<file path="src/rtl/lirq_pkg.sv">
package lirq_pkg;
   // register word indices (byte offset >> 1)
   localparam int unsigned WORD_SOURCE = 0;
   localparam int unsigned WORD_MASK   = 1;

   typedef enum logic [1:0] {
      REG_SOURCE = 2'd0,
      REG_MASK   = 2'd1,
      REG_NONE   = 2'd2
   } reg_sel_e;

   function automatic reg_sel_e decode_word(input int unsigned word);
      if (word == WORD_SOURCE)    return REG_SOURCE;
      else if (word == WORD_MASK) return REG_MASK;
      else                        return REG_NONE;
   endfunction
endpackage

</file>
<file path="src/rtl/lirq_sync.sv">
module lirq_sync #(
   parameter int WIDTH  = 16,
   parameter int STAGES = 2
) (
   input  logic             clk,
   input  logic             rst_n,
   input  logic [WIDTH-1:0] din,
   output logic [WIDTH-1:0] dout
);
   if (STAGES < 0) begin : g_bad_stages
      $error("lirq_sync: STAGES must not be negative");
   end

   if (STAGES == 0) begin : g_bypass
      assign dout = din;
   end else begin : g_chain
      logic [WIDTH-1:0] stage_q [STAGES];
      always_ff @(posedge clk or negedge rst_n) begin
         if (!rst_n) begin
            for (int k = 0; k < STAGES; k++) stage_q[k] <= '0;
         end else begin
            stage_q[0] <= din;
            for (int k = 1; k < STAGES; k++) stage_q[k] <= stage_q[k-1];
         end
      end
      assign dout = stage_q[STAGES-1];
   end
endmodule

</file>
<file path="src/rtl/lirq_prio_enc.sv">
module lirq_prio_enc #(
   parameter int LINES = 16,
   parameter int OUT_W = 16,
   parameter int SHIFT = 2
) (
   input  logic             clk,
   input  logic             rst_n,
   input  logic [LINES-1:0] pending,
   output logic [OUT_W-1:0] vec
);
   localparam int VEC_TOP = (LINES << SHIFT);

   if (VEC_TOP >= (1 << OUT_W) && OUT_W < 31) begin : g_bad_width
      $error("lirq_prio_enc: OUT_W too narrow for encoded vector");
   end

   // lowest index wins: scan downward so the last hit is the lowest
   always_comb begin
      vec = '0;
      for (int i = LINES - 1; i >= 0; i--) begin
         if (pending[i]) vec = OUT_W'((i + 1) << SHIFT);
      end
   end

   // checker: decode the vector back and confirm it names the lowest pending line
   logic chk_ok;
   always_comb begin
      int idx;
      idx    = int'(vec >> SHIFT) - 1;
      chk_ok = 1'b1;
      if (vec == '0) begin
         chk_ok = (pending == '0);
      end else if (idx < 0 || idx >= LINES) begin
         chk_ok = 1'b0;
      end else begin
         for (int j = 0; j < LINES; j++) begin
            if (j == idx && !pending[j]) chk_ok = 1'b0;
            if (j < idx && pending[j])   chk_ok = 1'b0;
         end
      end
   end

   assert_vec_lowest_R3: assert property (@(posedge clk) disable iff (!rst_n) chk_ok)
      else $error("encoded vector does not name lowest pending line");
endmodule

</file>
<file path="src/rtl/lirq_regs.sv">
module lirq_regs
   import lirq_pkg::*;
#(
   parameter int             DATA_W   = 16,
   parameter int             ADDR_W   = 4,
   parameter logic [DATA_W-1:0] MASK_RST = 16'h0010
) (
   input  logic              clk,
   input  logic              rst_n,
   input  logic              sel,
   input  logic              wr,
   input  logic [ADDR_W-1:0] addr,
   input  logic [DATA_W-1:0] wdata,
   input  logic [DATA_W/8-1:0] be,
   input  logic [DATA_W-1:0] vec,
   output logic [DATA_W-1:0] mask_q,
   output logic [DATA_W-1:0] rdata,
   output logic              rvalid,
   output logic              err
);
   localparam int LANES = DATA_W / 8;

   if (DATA_W % 8 != 0) begin : g_bad_data_w
      $error("lirq_regs: DATA_W must be a multiple of 8");
   end
   if (ADDR_W < 2) begin : g_bad_addr_w
      $error("lirq_regs: ADDR_W must cover two halfword registers");
   end

   reg_sel_e which;
   logic     mask_wr, rd_req;

   assign which   = decode_word(int'(addr[ADDR_W-1:1]));
   assign mask_wr = sel && wr && (which == REG_MASK);
   assign rd_req  = sel && !wr;

   for (genvar b = 0; b < LANES; b++) begin : g_lane
      always_ff @(posedge clk or negedge rst_n) begin
         if (!rst_n)                mask_q[b*8 +: 8] <= MASK_RST[b*8 +: 8];
         else if (mask_wr && be[b]) mask_q[b*8 +: 8] <= wdata[b*8 +: 8];
      end
   end

   always_ff @(posedge clk or negedge rst_n) begin
      if (!rst_n) begin
         rdata  <= '0;
         rvalid <= 1'b0;
         err    <= 1'b0;
      end else begin
         rvalid <= rd_req;
         err    <= rd_req && (which == REG_NONE);
         if (rd_req) begin
            unique case (which)
               REG_SOURCE: rdata <= vec;
               REG_MASK:   rdata <= mask_q;
               default:    rdata <= '0;
            endcase
         end else begin
            rdata <= '0;
         end
      end
   end

   assert_mask_hold_R7: assert property (@(posedge clk) disable iff (!rst_n)
      !mask_wr |=> $stable(mask_q))
      else $error("mask changed without a mask write");

   assert_err_zero_R8: assert property (@(posedge clk) disable iff (!rst_n)
      err |-> (rvalid && rdata == '0))
      else $error("error strobe without zero read response");

   assert_rd_latency_R9: assert property (@(posedge clk) disable iff (!rst_n)
      rd_req |=> rvalid)
      else $error("read response missing one cycle after request");

   assert_no_spurious_rvalid_R9: assert property (@(posedge clk) disable iff (!rst_n)
      !rd_req |=> !rvalid)
      else $error("read response without request");
endmodule

</file>
<file path="src/rtl/lirq_encoder.sv">
module lirq_encoder #(
   parameter int NUM_LINES   = 16,
   parameter int DATA_W      = 16,
   parameter int ADDR_W      = 4,
   parameter int SYNC_STAGES = 2,
   parameter int VEC_SHIFT   = 2,
   parameter logic [DATA_W-1:0] MASK_RST = 16'h0010
) (
   input  logic                 clk,
   input  logic                 rst_n,
   input  logic [NUM_LINES-1:0] line_in,
   input  logic                 bus_sel,
   input  logic                 bus_wr,
   input  logic [ADDR_W-1:0]    bus_addr,
   input  logic [DATA_W-1:0]    bus_wdata,
   input  logic [DATA_W/8-1:0]  bus_be,
   output logic [DATA_W-1:0]    bus_rdata,
   output logic                 bus_rvalid,
   output logic                 bus_err,
   output logic                 irq_out
);
   if (NUM_LINES < 1 || NUM_LINES > DATA_W) begin : g_bad_lines
      $error("lirq_encoder: NUM_LINES must be 1..DATA_W");
   end

   logic [NUM_LINES-1:0] synced, src_q, pending;
   logic [DATA_W-1:0]    mask_q, vec;
   logic                 irq_q;

   lirq_sync #(.WIDTH(NUM_LINES), .STAGES(SYNC_STAGES)) u_sync (
      .clk(clk), .rst_n(rst_n), .din(line_in), .dout(synced)
   );

   // source register mirrors the synchronized level
   always_ff @(posedge clk or negedge rst_n) begin
      if (!rst_n) src_q <= '0;
      else        src_q <= synced;
   end

   assign pending = src_q & mask_q[NUM_LINES-1:0];

   lirq_prio_enc #(.LINES(NUM_LINES), .OUT_W(DATA_W), .SHIFT(VEC_SHIFT)) u_enc (
      .clk(clk), .rst_n(rst_n), .pending(pending), .vec(vec)
   );

   lirq_regs #(.DATA_W(DATA_W), .ADDR_W(ADDR_W), .MASK_RST(MASK_RST)) u_regs (
      .clk(clk), .rst_n(rst_n), .sel(bus_sel), .wr(bus_wr), .addr(bus_addr),
      .wdata(bus_wdata), .be(bus_be), .vec(vec), .mask_q(mask_q),
      .rdata(bus_rdata), .rvalid(bus_rvalid), .err(bus_err)
   );

   always_ff @(posedge clk or negedge rst_n) begin
      if (!rst_n) irq_q <= 1'b0;
      else        irq_q <= |pending;
   end

   assign irq_out = irq_q;

   assert_irq_set_R2: assert property (@(posedge clk) disable iff (!rst_n)
      (vec != '0) |=> irq_out)
      else $error("interrupt not raised for pending line");

   assert_irq_clr_R2: assert property (@(posedge clk) disable iff (!rst_n)
      (vec == '0) |=> !irq_out)
      else $error("interrupt raised with nothing pending");
endmodule

</file>
<file path="config.mk">
export PLATFORM = sky130hd
export DESIGN_NAME = lirq_encoder
export DESIGN_NICKNAME = d
export VERILOG_FILES = /design/src/rtl/lirq_pkg.sv /design/src/rtl/lirq_sync.sv /design/src/rtl/lirq_prio_enc.sv /design/src/rtl/lirq_regs.sv /design/src/rtl/lirq_encoder.sv
export SDC_FILE = /design/constraint.sdc
export NUM_CORES = 1
export LEC_CHECK = 0
export ABC_AREA = 1
export BUFFER_PORTS_ARGS = -buffer_cell sky130_fd_sc_hd__buf_2
export CORE_MARGIN = 3
export CORE_UTILIZATION = 50
export CTS_BUF_LIST = sky130_fd_sc_hd__clkbuf_4 sky130_fd_sc_hd__clkbuf_8
export DETAILED_ROUTE_END_ITERATION = 12
export GPL_ROUTABILITY_DRIVEN = 0
export PLACE_DENSITY = 0.85
export SYNTH_ARGS = -nofsm -noshare
export SYNTH_HDL_FRONTEND = slang
export SYNTH_SLANG_ARGS = --single-unit
</file>
<file path="constraint.sdc">
create_clock -name clk -period 1.24 [get_ports clk]
set_input_delay 0 -clock clk [delete_from_list [all_inputs] [get_ports clk]]
set_output_delay 0 -clock clk [all_outputs]
set_load 0.05 [all_outputs]
</file>
**After elaboration in Yosys (flattened, before gate mapping)**

Cells that the tools add are included.

- Equality and inequality tests: 3
- Muxes and demuxes: 20
- Bitwise gates (word level): 1
- Reductions and logical operators: 10

Operator list:

| cell | number |
|---|---|
| two-way mux 16 bit | 16 |
| one-hot mux 16 bit (2 select lines) | 1 |
| bitwise AND 16 bit | 1 |
| OR reduction 16 bit | 1 |
| two-way mux 7 bit | 1 |
| logical AND 1 bit | 6 |
| two-way mux 2 bit | 2 |
| equality test 3 x 1 -> 1 bit, second input constant | 1 |
| logical NOT 3 bit | 1 |
| equality test 2 x 1 -> 1 bit, second input constant | 1 |
| equality test 2 bit, second input constant | 1 |
| logical NOT 2 bit | 1 |
| logical NOT 1 bit | 1 |

- Register bits: 83
- Input port bits: 42
- Output and inout port bits: 19
- Word-level logic and storage cells: 43

**Longest topological paths before layout**

- Word-level depth: 19
- Gate-level depth with buffers: 18
- Mapped depth without buffers: 18

**By module**

Synthesis repeated with hierarchy kept, for this count alone.

- Cells, all modules: 325
- Area, all modules: 3241.9 um2

By module, submodules not included:

| module | times used | cells each | area each (um2) | sequential area each (um2) |
|---|---|---|---|---|
| lirq_regs | 1 | 152 | 1406.3 | 852.1 |
| lirq_sync | 1 | 48 | 920.9 | 800.8 |
| lirq_encoder | 1 | 68 | 619.3 | 425.4 |
| lirq_prio_enc | 1 | 57 | 295.3 | 0.0 |

**Worst setup path before layout**

No wires, ideal clock.

- Kind: reg-to-reg
- Start: register u_regs.mask_q[14]
- End: register u_regs.rdata[2]
- Setup time: 0.123 ns
- Data arrival time: 1.150 ns
- Required time: 1.117 ns
- Setup slack: -0.032 ns
- Stages on the path, launching flop included: 19
- Buffers on the path: 0
- Clock period less this slack: 1.272 ns
- Cells stage by stage: dfrtp_1 -> nand2_1 -> inv_1 -> nand2_1 -> nand2_1 -> nand2_1 -> nand2_1 -> nand2_1 -> nand2_1 -> nand2_1 -> nand2_1 -> nand2_1 -> nand2_1 -> nand2_1 -> nand2_1 -> nand2_1 -> nand2_1 -> nand2_1 -> a21oi_2

- Longest elaborated chain between the ends: 18

Ends and longest elaborated chain:

| element | RTL line | source |
|---|---|---|
| start: declaration | lirq_regs.sv:16 | `output logic [DATA_W-1:0] mask_q,` |
| start signal: indexed assignment | lirq_regs.sv:39 | `if (!rst_n) mask_q[b*8 +: 8] <= MASK_RST[b*8 +: 8];` |
| start signal: indexed assignment | lirq_regs.sv:40 | `else if (mask_wr && be[b]) mask_q[b*8 +: 8] <= wdata[b*8 +: 8];` |
| bitwise AND 16 bit | lirq_encoder.sv:40 | `assign pending = src_q & mask_q[NUM_LINES-1:0];` |
| two-way mux 16 bit (15 in a row) | lirq_prio_enc.sv:21 | `if (pending[i]) vec = OUT_W'((i + 1) << SHIFT);` |
| one-hot mux 16 bit (2 select lines) | lirq_regs.sv:53 | `unique case (which)` |
| two-way mux 16 bit | lirq_regs.sv:52 | `if (rd_req) begin` |
| end signal: assignment | lirq_regs.sv:54 | `REG_SOURCE: rdata <= vec;` |
| end signal: assignment | lirq_regs.sv:55 | `REG_MASK: rdata <= mask_q;` |
| end: declaration | lirq_regs.sv:17 | `output logic [DATA_W-1:0] rdata,` |

Every way passes these cells.
A chain may end at the register's enable or synchronous reset.

**Worst setup path after layout**

- Start: register u_regs.mask_q[13]
- End: register u_regs.rdata[2]

- Longest elaborated chain between the ends: 17

Ends and longest elaborated chain:

| element | RTL line |
|---|---|
| bitwise AND 16 bit | lirq_encoder.sv:40 |
| two-way mux 16 bit (14 in a row) | lirq_prio_enc.sv:21 |
| one-hot mux 16 bit (2 select lines) | lirq_regs.sv:53 |
| two-way mux 16 bit | lirq_regs.sv:52 |

Every way passes these cells.

==> reports/metrics.csv <==
metric,value,unit
met2 wire len,2600,um
worst setup margin,-0.204,ns
Layout Skew,0.00906,ns
initial antenna violation count,0,
post-route cell area,0.00389,sq mm
post-route ant nets,0,
share of post-route cells with drive strength above 1,36.8,%
outcome,"finished, violations left",
Post-synth EDFFs,0,
Root Buffer,clkbuf_8,
number of global-route vias before repair,1777,
peak supply drop,0.000817,V
period utilization,116,%
Worst-Margin Slew,0.412,ns
Ys Warns,0,
DR iter-0 viols,192,
DR vias,1904,
H-tree depth,3,
num ports,61,
most common cell in the synthesized netlist,dfrtp_1,
DRT Pass-1 Iters,4,
largest net degree at the start of global routing,40,
number of remaining DRC errors,0,
port bufs,59,
Die Height,80.0,um
failing checks,negative setup slack,
Synth area leader,dfrtp_1,
Top Metal Used,met4,
final setup fails,5,
CP Max Fanout,3,
sequential-to-total area share from yosys stat,76.0,%
die span in x,80.0,um
Starting Density,52.5,%
post-synthesis cell type count,21,
final hold vios,0,
Post-synth top cells,"dfrtp_1, nand2_1, nor2_1",
RSZ-0062 raised after global routing,true,
global-route wire length before repair,8080,um
startpoint types,flop,
Layout Utilization,74.8,%
Sink Count,83,
clock buffer depth,2,
Post-Synthesis Cells,206,
placed instance count,347,
Worst Hold Class,in2reg,
via/cell ratio,4.68,
syn_area_per_cell,13.3,sq um
clk_lat worst skew,0.34,ns
pwr/cell area,1500,mW/mm^2
Mapped Area,0.00274,sq mm
met3 WL,399,um
Max Freq,692,MHz
Critical Path AT,1.72,ns
wire length per cell,12.9,um
relative slew slack,72.5,%
largest cells by area after synthesis,"dfrtp_1, nand2_1, mux2_1, mux2_2, nor2_1",
number of fill cells,319,
post-synthesis async set-or-reset flop share,100,%
DRT Wirelength,5230,um
Non-Filler Instances,407,
Final nets,374,
total CTS buffers,9,
CP required,1.52,ns
Setup CP Type,reg2reg,
total gr overflow,0,
worst slack at placement,-0.126,ns
leakage,0.00199,uW
DP Area,0.00323,sq mm
antenna diode count,0,
row count,26,
Area growth syn-to-layout,42.4,%
GRT Total Usage,17.0,%
Final Max Tran Viols,0,
post-route minimum period,1.44,ns
Die ar.,0.00639,sq mm
post-synthesis net count,248,
share of the synthesized area in the top cell type,75.0,%
Worst-path clk slew,0.08,ns
Critical Path Sink Type,flop,
Post-synth top flop,dfrtp_1,
max-capacitance violation count,0,
DP Wirelength,3080,um
synthesized flop and latch total,83,
CTS tree,built,
post-route setup TNS,-0.554,ns
total core area,0.00520,sq mm
wl on met1,2120,um
## placed cells by master (no fill, tap or decap)
cell type	instances
a21oi_2	2
buf_12	1
clkbuf_4	1
inv_1	8
buf_2	58
mux2_4	1
o31ai_2	1
nand2_1	52
o21ai_1	1
nor2_2	2
clkinv_4	1
nand2_2	5
nor3_2	1
nand3_4	2
inv_2	3
dfrtp_1	82
bufinv_16	1
mux2_2	7
clkinvlp_4	1
a31oi_1	1
and3_4	1
dlygate4sd3_1	36
clkinv_2	1
dfstp_2	1
a32oi_1	1
nand3_1	2
nor3_1	1
buf_4	22
a21oi_1	2
nor2_1	19
mux2_1	8
nor2_8	1
inv_6	1
clkbuf_8	10
## per-stage QoR
stage	hold slack [ns]	total power, uW
final	0.0574	5830
after detailed placement	-0.0350	3720
after global routing	0.0721	6100
after CTS	0.0424	5750
after floorplan	-0.296	3410
after global placement	-0.0396	3700
## where the power goes
part           switching (uW)  total (uW)  internal [uW]  leakage, uW
combinational             464         895            431     0.000867
clock                     904        1920           1010     0.000103
sequential                112        3020           2910      0.00102
total                    1480        5830           4350      0.00199
## logic make-up after synthesis
family	synth area share (%)
flops	76.0
buf+inv	1.78
compound gates	1.88
mux	6.59
simple gates	13.8
## worst paths after layout
kind,from,end,slack [ns],depth (start not counted)
max,u_regs.mask_q[13],u_regs.rdata[2],-0.20,17
min,bus_sel,u_regs.rvalid,0.06,4
max reg2reg,u_regs.mask_q[13],u_regs.rdata[2],-0.20,17
min reg2reg,u_sync.g_chain.stage_q[26],u_sync.dout[10],0.35,0
max in group asynchronous,rst_n,irq_out,0.59,3
min in group asynchronous,rst_n,u_sync.dout[10],0.12,2
## state kept, by name (all words and copies together) (netlist names)
name and flops:
u_sync.g_chain.stage_q 16, u_regs.rdata 16, u_regs.mask_q 16, u_regs.err 1, irq_out 1, u_regs.rvalid 1, src_q 16, u_sync.dout 16
## critical path, stage by stage, from the launching register on
cell     delay [ns]
dfrtp_1        0.42
nand2_2        0.09
nand2_1        0.05
nand2_1        0.06
nand2_1        0.05
nand2_1        0.05
nand2_1        0.05
nand2_1        0.07
nand2_1        0.05
nand2_1        0.05
nand2_1        0.05
nand2_1        0.05
nand2_1        0.04
nand2_1        0.05
nand2_1        0.05
nand2_1        0.06
nand2_1        0.06
a21oi_2        0.10
## final cells by class
class                           instances  area (sq um)  share of cell area (%)
Multi-Input combinational cell        110           646                    16.6
Clock buffer                           11           145                    3.73
Timing Repair Buffer                  117           836                    21.5
Inverter                               11          41.3                    1.06
Tap cell                               70          87.6                    2.25
Sequential cell                        83          2080                    53.4
Clock inverter                          5          60.1                    1.54
## per-layer routing
layer	global-route usage [%]	vias to the layer above
li1	-	903
met1	21.3	903
met2	27.2	87
met3	2.93	11
met4	10.8	0
met5	0	-
## repair_timing
| item | CTS | global route |
|---|---|---|
| endpoints found under the hold margin | 119 | 0 |
| resized for setup | 3 | 11 |
| pin swaps | 2 | 6 |
| buffers inserted | 1 | 7 |
| hold buffers | 36 | 0 |
| endpoints found under the setup margin | 4 | 10 |
(Power assumes the default switching activity.)
